[src/rtl/cptd_pkg.sv]
package cptd_pkg;
   typedef logic [3:0] code_t;

   localparam int    NUM_BANDS = 13;
   localparam code_t CODE_NONE = 4'hF;
   localparam code_t CODE_BOOT = 4'hE;
   localparam code_t CODE_RSVD = 4'hD;

   // Lower band edge in Hz per code; codes rise with frequency.
   function automatic int band_lo_hz(input int idx);
      case (idx)
         0:  return 368;
         1:  return 392;
         2:  return 417;
         3:  return 441;
         4:  return 466;
         5:  return 490;
         6:  return 539;
         7:  return 588;
         8:  return 931;
         9:  return 1273;
         10: return 1350;
         11: return 1750;
         12: return 2062;
         default: return 1;
      endcase
   endfunction

   // Upper band edge in Hz per code.
   function automatic int band_hi_hz(input int idx);
      case (idx)
         0:  return 382;
         1:  return 408;
         2:  return 433;
         3:  return 459;
         4:  return 484;
         5:  return 510;
         6:  return 561;
         7:  return 612;
         8:  return 969;
         9:  return 1325;
         10: return 1455;
         11: return 1855;
         12: return 2140;
         default: return 1;
      endcase
   endfunction
endpackage

[src/rtl/cptd_edge.sv]
module cptd_edge #(
   parameter int SYNC_STAGES = 2
) (
   input  logic clk,
   input  logic rst_n,
   input  logic din,
   output logic rise
);
   logic s;
   logic s_d;

   generate
      if (SYNC_STAGES == 0) begin : g_direct
         assign s = din;
      end else begin : g_sync
         logic [SYNC_STAGES-1:0] chain;
         always_ff @(posedge clk) begin
            if (!rst_n) begin
               chain <= '0;
            end else begin
               chain[0] <= din;
               for (int i = 1; i < SYNC_STAGES; i++) chain[i] <= chain[i-1];
            end
         end
         assign s = chain[SYNC_STAGES-1];
      end
   endgenerate

   always_ff @(posedge clk) begin
      if (!rst_n) s_d <= 1'b0;
      else        s_d <= s;
   end

   assign rise = s & ~s_d;
endmodule

[src/rtl/cptd_period.sv]
module cptd_period #(
   parameter int N_EDGES     = 8,
   parameter int TIMEOUT_CYC = 11931,
   parameter int CNT_W       = 17
) (
   input  logic             clk,
   input  logic             rst_n,
   input  logic             rise,
   output logic             meas_valid,
   output logic [CNT_W-1:0] meas_cnt,
   output logic             meas_none
);
   localparam int EDGE_W  = $clog2(N_EDGES);
   localparam int GAP_W   = $clog2(TIMEOUT_CYC);
   localparam int CNT_MAX = N_EDGES * TIMEOUT_CYC;

   logic             armed;
   logic [CNT_W-1:0] cnt;
   logic [EDGE_W-1:0] edges;
   logic [GAP_W-1:0] gap;

   always_ff @(posedge clk) begin
      if (!rst_n) begin
         armed      <= 1'b0;
         cnt        <= '0;
         edges      <= '0;
         gap        <= '0;
         meas_valid <= 1'b0;
         meas_none  <= 1'b0;
         meas_cnt   <= '0;
      end else begin
         meas_valid <= 1'b0;
         meas_none  <= 1'b0;
         if (rise) begin
            gap <= '0;
            if (!armed) begin
               armed <= 1'b1;
               cnt   <= '0;
               edges <= '0;
            end else if (edges == EDGE_W'(N_EDGES - 1)) begin
               // window closes on this edge, which also opens the next one
               meas_valid <= 1'b1;
               meas_cnt   <= cnt + CNT_W'(1);
               cnt        <= '0;
               edges      <= '0;
            end else begin
               edges <= edges + EDGE_W'(1);
               cnt   <= cnt + CNT_W'(1);
            end
         end else if (armed) begin
            cnt <= cnt + CNT_W'(1);
            if (gap == GAP_W'(TIMEOUT_CYC - 1)) begin
               meas_none <= 1'b1;
               armed     <= 1'b0;
               gap       <= '0;
            end else begin
               gap <= gap + GAP_W'(1);
            end
         end
      end
   end

   // The gap timer must bound the window count below its register range.
   assert_cnt_bound_R6: assert property (@(posedge clk) disable iff (!rst_n)
      armed |-> (cnt < CNT_W'(CNT_MAX)));
   assert_window_excl_R6: assert property (@(posedge clk) disable iff (!rst_n)
      !(meas_valid && meas_none));
endmodule

[src/rtl/cptd_lookup.sv]
module cptd_lookup
   import cptd_pkg::*;
#(
   parameter int CLK_HZ  = 3579545,
   parameter int N_EDGES = 8,
   parameter int CNT_W   = 17
) (
   input  logic             clk,
   input  logic             rst_n,
   input  logic             meas_valid,
   input  logic [CNT_W-1:0] meas_cnt,
   input  logic             meas_none,
   output code_t            raw_code
);
   localparam longint SPAN = longint'(CLK_HZ) * longint'(N_EDGES);

   logic [NUM_BANDS-1:0] hit;
   code_t                sel;

   generate
      for (genvar gb = 0; gb < NUM_BANDS; gb++) begin : g_band
         localparam longint LO_HZ = longint'(band_lo_hz(gb));
         localparam longint HI_HZ = longint'(band_hi_hz(gb));
         // higher frequency edge gives the smaller cycle count
         localparam logic [CNT_W-1:0] MIN_C = CNT_W'((SPAN + HI_HZ - 1) / HI_HZ);
         localparam logic [CNT_W-1:0] MAX_C = CNT_W'(SPAN / LO_HZ);
         assign hit[gb] = (meas_cnt >= MIN_C) && (meas_cnt <= MAX_C);
      end
   endgenerate

   always_comb begin
      sel = CODE_NONE;
      for (int i = NUM_BANDS - 1; i >= 0; i--) begin
         if (hit[i]) sel = code_t'(i);
      end
   end

   always_ff @(posedge clk) begin
      if (!rst_n)          raw_code <= CODE_NONE;
      else if (meas_valid) raw_code <= sel;
      else if (meas_none)  raw_code <= CODE_NONE;
   end

   assert_bands_disjoint_R3: assert property (@(posedge clk) disable iff (!rst_n)
      meas_valid |-> $onehot0(hit));
   assert_raw_not_reserved_R3: assert property (@(posedge clk) disable iff (!rst_n)
      (raw_code != CODE_RSVD) && (raw_code != CODE_BOOT));
endmodule

[src/rtl/cptd_qualify.sv]
module cptd_qualify
   import cptd_pkg::*;
#(
   parameter int MS_CYC     = 3579,
   parameter int ONSET_MS   = 24,
   parameter int LOSS_MS    = 30,
   parameter int STARTUP_MS = 30
) (
   input  logic  clk,
   input  logic  rst_n,
   input  code_t raw_code,
   output code_t code_q,
   output logic  valid_q
);
   localparam int AGE_MAX = (ONSET_MS > LOSS_MS) ? ONSET_MS : LOSS_MS;
   localparam int AGE_W   = $clog2(AGE_MAX + 1);
   localparam int PRE_W   = $clog2(MS_CYC);
   localparam int BOOT_W  = $clog2(STARTUP_MS + 1);

   logic [PRE_W-1:0]  pre;
   logic              tick;
   logic              started;
   logic [BOOT_W-1:0] boot_ms;
   code_t             cand;
   logic [AGE_W-1:0]  age;
   logic [AGE_W-1:0]  need;

   assign tick = (pre == PRE_W'(MS_CYC - 1));
   assign need = (cand == CODE_NONE) ? AGE_W'(LOSS_MS) : AGE_W'(ONSET_MS);

   always_ff @(posedge clk) begin
      if (!rst_n) begin
         pre     <= '0;
         started <= 1'b0;
         boot_ms <= '0;
      end else begin
         pre <= tick ? '0 : pre + PRE_W'(1);
         if (!started && tick) begin
            if (boot_ms == BOOT_W'(STARTUP_MS - 1)) started <= 1'b1;
            else                                    boot_ms <= boot_ms + BOOT_W'(1);
         end
      end
   end

   always_ff @(posedge clk) begin
      if (!rst_n) begin
         cand <= CODE_NONE;
         age  <= '0;
      end else if (raw_code != cand) begin
         cand <= raw_code;
         age  <= '0;
      end else if (tick && age != AGE_W'(AGE_MAX)) begin
         age <= age + AGE_W'(1);
      end
   end

   always_ff @(posedge clk) begin
      if (!rst_n) begin
         code_q  <= CODE_BOOT;
         valid_q <= 1'b0;
      end else begin
         valid_q <= 1'b0;
         if (started && raw_code == cand && age >= need && cand != code_q) begin
            code_q  <= cand;
            valid_q <= 1'b1;
         end
      end
   end

   assert_boot_quiet_R1: assert property (@(posedge clk) disable iff (!rst_n)
      !started |-> (!valid_q && code_q == CODE_BOOT));
   assert_single_pulse_R7: assert property (@(posedge clk) disable iff (!rst_n)
      valid_q |=> !valid_q);
   assert_change_flagged_R7: assert property (@(posedge clk) disable iff (!rst_n)
      !$stable(code_q) |-> valid_q);
   assert_no_reserved_R3: assert property (@(posedge clk) disable iff (!rst_n)
      valid_q |-> (code_q != CODE_RSVD && code_q != CODE_BOOT));
endmodule

[src/rtl/cpt_classifier.sv]
module cpt_classifier
   import cptd_pkg::*;
#(
   parameter int CLK_HZ      = 3579545,
   parameter int N_EDGES     = 8,
   parameter int SYNC_STAGES = 2,
   parameter int TIMEOUT_HZ  = 300,
   parameter int ONSET_MS    = 24,
   parameter int LOSS_MS     = 30,
   parameter int STARTUP_MS  = 30
) (
   input  logic       clk,
   input  logic       rst_n,
   input  logic       tone_in,
   output logic [3:0] tone_code,
   output logic       result_valid
);
   localparam int MS_CYC      = CLK_HZ / 1000;
   localparam int TIMEOUT_CYC = CLK_HZ / TIMEOUT_HZ;
   localparam int CNT_W       = $clog2(N_EDGES * TIMEOUT_CYC + 1);

   initial begin
      assert (N_EDGES >= 2) else $error("N_EDGES must be at least 2");
      assert (SYNC_STAGES >= 0) else $error("SYNC_STAGES must not be negative");
      assert (TIMEOUT_HZ > 0 && TIMEOUT_HZ < band_lo_hz(0))
         else $error("timeout must exceed the slowest band period");
      assert (MS_CYC >= 2) else $error("clock too slow for millisecond prescaler");
      assert (ONSET_MS >= 1 && LOSS_MS >= 1 && STARTUP_MS >= 1)
         else $error("delays must be at least one millisecond");
   end

   logic             rise;
   logic             meas_valid;
   logic             meas_none;
   logic [CNT_W-1:0] meas_cnt;
   code_t            raw_code;
   code_t            code_q;

   cptd_edge #(.SYNC_STAGES(SYNC_STAGES)) u_edge (
      .clk (clk),
      .rst_n (rst_n),
      .din (tone_in),
      .rise (rise)
   );

   cptd_period #(.N_EDGES(N_EDGES), .TIMEOUT_CYC(TIMEOUT_CYC), .CNT_W(CNT_W)) u_period (
      .clk        (clk),
      .rst_n      (rst_n),
      .rise       (rise),
      .meas_valid (meas_valid),
      .meas_cnt   (meas_cnt),
      .meas_none  (meas_none)
   );

   cptd_lookup #(.CLK_HZ(CLK_HZ), .N_EDGES(N_EDGES), .CNT_W(CNT_W)) u_lookup (
      .clk        (clk),
      .rst_n      (rst_n),
      .meas_valid (meas_valid),
      .meas_cnt   (meas_cnt),
      .meas_none  (meas_none),
      .raw_code   (raw_code)
   );

   cptd_qualify #(.MS_CYC(MS_CYC), .ONSET_MS(ONSET_MS), .LOSS_MS(LOSS_MS),
                  .STARTUP_MS(STARTUP_MS)) u_qualify (
      .clk      (clk),
      .rst_n    (rst_n),
      .raw_code (raw_code),
      .code_q   (code_q),
      .valid_q  (result_valid)
   );

   assign tone_code = code_q;
endmodule

[config.mk]
export PLATFORM = sky130hd
export DESIGN_NAME = cpt_classifier
export DESIGN_NICKNAME = d
export VERILOG_FILES = /design/src/rtl/cptd_pkg.sv /design/src/rtl/cptd_edge.sv /design/src/rtl/cptd_period.sv /design/src/rtl/cptd_lookup.sv /design/src/rtl/cptd_qualify.sv /design/src/rtl/cpt_classifier.sv
export SDC_FILE = /design/constraint.sdc
export NUM_CORES = 1
export LEC_CHECK = 0
export ABC_AREA = 1
export ABC_CLOCK_PERIOD_IN_PS = 2350
export BUFFER_PORTS_ARGS = -buffer_cell sky130_fd_sc_hd__buf_2
export CORE_AREA = 2 2 146 91
export DETAILED_ROUTE_END_ITERATION = 8
export DIE_AREA = 0 0 148 93
export PLACE_DENSITY = 0.55
export SLEW_MARGIN = 20
export SYNTH_ARGS = -nofsm -noshare
export SYNTH_HDL_FRONTEND = slang
export SYNTH_SLANG_ARGS = --single-unit
export TNS_END_PERCENT = 50
[constraint.sdc]
create_clock -name clk -period 2.35 [get_ports clk]
set_clock_uncertainty 0.1 [all_clocks]
set_input_delay 0.47 -clock clk [delete_from_list [all_inputs] [get_ports clk]]
set_output_delay 0.47 -clock clk [all_outputs]
set_load 0.005 [all_outputs]
==> load_flow_metrics.sql <==
INSERT INTO impl_metrics (metric_group, metric, value, unit) VALUES
('cells_and_area', 'stdcell_count', '1006', ''),
('logic_synthesis', 'mappedNetlistNets', '833', ''),
('logic_synthesis', 'synth_top_family_by_area', 'simple AND/OR/NAND/NOR gates', ''),
('route', 'drtPass1Iterations', '5', ''),
('logic_synthesis', 'postSynthAreaPerCell', '6.68', 'µm²'),
('route', 'wire_per_inst', '15.7', 'µm'),
('floorplanning', 'placementRows', '32', ''),
('logic_synthesis', 'number_of_library_cell_types_mapped_by_synthesis', '50', ''),
('global_routing', 'first_global_vias', '5091', ''),
('logic_synthesis', 'synth-xor-area-share', '4.97', '%'),
('hold_path', 'timing.hold.worst_endpoint', 'u_edge.g_sync.chain[0]', ''),
('floorplanning', 'floorplan.core_area', '0.0125', 'mm²'),
('critical_path', 'critPathMaxStageDelay', '0.56', 'ns'),
('logic_synthesis', 'synthesis.instances', '817', ''),
('global_routing', 'antenna_found_initial', '0', ''),
('route', 'routed-via-count', '5481', ''),
('place', 'portBuffers', '7', ''),
('logic_synthesis', 'ys_async_sr_fraction', '0', '%'),
('global_routing', 'largest_net_degree_at_the_start_of_global_routing', '30', ''),
('cells_and_area', 'area.growth.synth_to_final', '10.5', '%'),
('critical_path', 'worstRegToRegCells', '12', ''),
('cts', 'postCtsSetupBuffers', '0', ''),
('route', 'first_iter_violations', '426', ''),
('logic_synthesis', 'synthSimpleGateAreaFrac', '33.7', '%'),
('logic_synthesis', 'synth-seq-cells', '93', ''),
('cts', 'cts_max_level', '3', ''),
('sta', 'layout_worst_path_cycle_share', '92.4', '%'),
('place', 'gpl.final_weighted_congestion', '1.03', ''),
('critical_path', 'cp-end-kind', 'flip-flop', ''),
('critical_path', 'worst-setup-path-type', 'reg -> reg', ''),
('critical_path', 'critPathSlowestCell', 'dfxtp_1', ''),
('critical_path', 'required', '2.53', 'ns'),
('critical_path', 'r2r-start', 'u_period.meas_cnt[4]', ''),
('route', 'detail_route.drc_violations', '0', ''),
('cells_and_area', 'design.final.nets', '848', ''),
('logic_synthesis', 'ys_dominant_reg_cell', 'dfxtp_1', ''),
('sta', 'setup_failing_eps_final', '0', ''),
('hold_path', 'number_of_instances_on_the_worst_hold_path', '3', ''),
('critical_path', 'critPathMaxFanout', '10', ''),
('run', 'max_cap_violations', '0', ''),
('critical_path', 'crit_path_cell_trace', 'nand2_1, nor2_1, nand3_1, nand2_1, nand2_1, nand2_1, nand2_1, nand2_1, nand3_1, a21oi_1, nand2_1, a21oi_1', ''),
('pwr', 'static-leakage-power', '2.57', 'nW'),
('cts', 'clkTransAtPathRegs', '0.07', 'ns'),
('route', 'avgViaCountPerCell', '5.45', ''),
('sta', 'final_period_minus_worst_setup_slack', '2.17', 'ns'),
('cts', 'tritoncts', 'built', ''),
('logic_synthesis', 'synth_adder_area_share', '2.98', '%'),
('critical_path', 'worst_ep_arrival_time', '2.35', 'ns'),
('floorplanning', 'ioPinCount', '8', ''),
('route', 'total_routed_length', '15800', 'µm'),
('floorplanning', 'floorplan.initialDensity', '43.7', '%'),
('route', 'remaining_number_of_nets_flagged_by_the_antenna_check_after_routing', '0', ''),
('sta', 'setup_tns', '0', 'ns'),
('floorplanning', 'die_width', '148', 'µm'),
('pwr', 'vdd_ir_drop_max', '0.000313', 'V'),
('logic_synthesis', 'synth-seq-area-share', '34.1', '%'),
('critical_path', 'worstSetupStartpointType', 'flip-flop', ''),
('sta', 'max_freq', '460', 'MHz'),
('logic_synthesis', 'ys.warnings.count', '0', ''),
('place', 'dpl.hpwl', '12200', 'µm'),
('logic_synthesis', 'synth-edff-count', '0', ''),
('status', 'status', 'completed', ''),
('sta', 'rsz0062_at_grt', 'false', ''),
('critical_path', 'crit_top_cell', 'nand2_1', ''),
('logic_synthesis', 'syn_area', '0.00546', 'mm²'),
('critical_path', 'setup.reg_to_reg.worst_slack', '0.18', 'ns'),
('sta', 'report.final.slew_viol_count', '0', ''),
('cells_and_area', 'num_antenna_cells', '0', ''),
('place', 'placed_cells', '991', ''),
('floorplanning', 'die_area', '0.0138', 'mm²'),
('cts', 'numCtsBuffers', '9', '');
registers in the layout, summed over array words and instances, names as in the netlist:
| signal | flops |
|---|---|
| u_period.meas_none | 1 |
| u_lookup.raw_code | 4 |
| u_period.meas_cnt | 17 |
| u_edge.s_d | 1 |
| u_qualify.valid_q | 1 |
| u_period.gap | 14 |
| u_qualify.pre | 12 |
| u_period.meas_valid | 1 |
| u_period.armed | 1 |
| u_qualify.started | 1 |
| u_edge.g_sync.chain | 2 |
| u_qualify.boot_ms | 5 |
| u_qualify.cand | 4 |
| u_period.cnt | 17 |
| u_qualify.code_q | 4 |
| u_period.edges | 3 |
| u_qualify.age | 5 |
cells in the mapped netlist, drive strengths merged, types with 2 or more instances:
master / number / share of area [%]
a211oi: 6 / 0.92
a21oi: 75 / 6.9
a31oi: 3 / 0.34
a41oi: 2 / 0.32
and3: 3 / 0.34
buf: 8 / 0.78
clkbuf: 9 / 0.64
dfxtp: 93 / 34
ha: 13 / 3.0
inv: 108 / 7.4
nand2: 164 / 11
nand3: 65 / 6.3
nand4: 13 / 1.5
nor2: 106 / 7.7
nor3: 31 / 3.2
nor3b: 3 / 0.41
nor4: 9 / 1.6
o211ai: 5 / 0.69
o21ai: 48 / 4.5
o22ai: 2 / 0.23
or2: 8 / 0.92
xnor2: 14 / 2.2
xor2: 17 / 2.7
stage by stage:
stage / power (mW) / cell area (µm²) / hold WS (ns) / setup slack [ns] / utilization (%)
floorplan: 1.69 / 5460 / 0.290 / 0.450 / -
global placement: 1.71 / 5730 / 0.299 / 0.151 / 45.9
detailed placement: 1.71 / 5730 / 0.308 / 0.226 / 45.9
CTS: 3.17 / 6020 / 0.219 / 0.213 / 48.2
global route: 3.24 / 6030 / 0.223 / 0.00215 / 48.3
finish: 3.13 / 6030 / 0.213 / 0.178 / 48.3
routing by layer:
metal  GRT usage [%]  up-vias  part of all wire [%]
met4            5.48        0                   1.2
met3            7.61       14                   9.0
met5            2.69        -                     0
met1            36.5     2543                    52
met2            32.1      203                    38
li1                -     2721                     -
worst max-delay path by stage:
stage | start | endpoint | slack, ns | cells after the start
finish | u_period.meas_cnt[4] | u_lookup.raw_code[2] | 0.18 | 12
global route | u_period.cnt[0] | u_period.meas_cnt[16] | 0.002 | 10
CTS | u_qualify.cand[0] | u_qualify.code_q[0] | 0.21 | 11
detailed placement | u_qualify.cand[0] | u_qualify.code_q[0] | 0.23 | 11
global placement | u_period.meas_cnt[12] | u_lookup.raw_code[3] | 0.15 | 9
floorplan | u_qualify.cand[0] | u_qualify.code_q[0] | 0.45 | 11
cell type report:
| class | count | area, µm² | area share (%) |
|---|---|---|---|
| multi-input cells | 598 | 3120 | 51.7 |
| flip-flops and latches | 93 | 1860 | 30.9 |
| inverters | 109 | 409 | 6.78 |
| clock buffers | 10 | 229 | 3.80 |
| well taps | 170 | 213 | 3.53 |
| repair buffers | 21 | 140 | 2.32 |
| clock inverters | 5 | 60.1 | 0.996 |
critical path: cells and delay by family, from the launching register on:
kind | cells | cell delay (ns)
compound gates | 2 | 0.37
simple gates | 10 | 1.08
flops | 1 | 0.56
cells by family (layout without fill, tap and decap cells):
group | after synthesis | after routing
buf+inv | 126 | 145
compound gates | 150 | 150
simple gates | 404 | 404
flops | 93 | 93
fa+ha+maj | 13 | 13
xor+xnor | 31 | 31
cells in the final DEF, fill, tap and decap left out, drive strengths merged:
cell type  synthesis  layout
a21oi             75      75
o21bai             1       1
or3                1       1
a311oi             1       1
a221oi             1       1
clkinv             1       3
inv              108     109
nor3              31      31
nand4             13      13
nor2             106     106
buf                8      21
o2111ai            1       1
nor4               9       9
xor2              17      17
a31o               1       1
o211ai             5       5
o21a               1       1
nand3b             1       1
bufinv             0       1
clkinvlp           0       1
a21o               1       1
o21ai             48      48
o31ai              1       1
dfxtp             93      93
or2                8       8
a211oi             6       6
a41oi              2       2
xnor2             14      14
nand3             65      65
nor3b              3       3
nand2            164     164
clkbuf             9      10
a32o               1       1
ha                13      13
o22ai              2       2
and3               3       3
a31oi              3       3
power by group:
part           internal (mW)  total, mW  leakage (nW)  switching [mW]
clock network          0.823       1.45         0.139           0.627
registers               1.59       1.60         0.751          0.0113
logic                 0.0196     0.0807          1.68          0.0610
total                   2.43       3.13          2.57           0.699
timing repair:
action                     in CTS  in global routing
setup endpoints to repair       0                  1
resized for setup               0                  1
hold buffers                    0                  0
No activity file was read; power rests on OpenSTA's default activity.
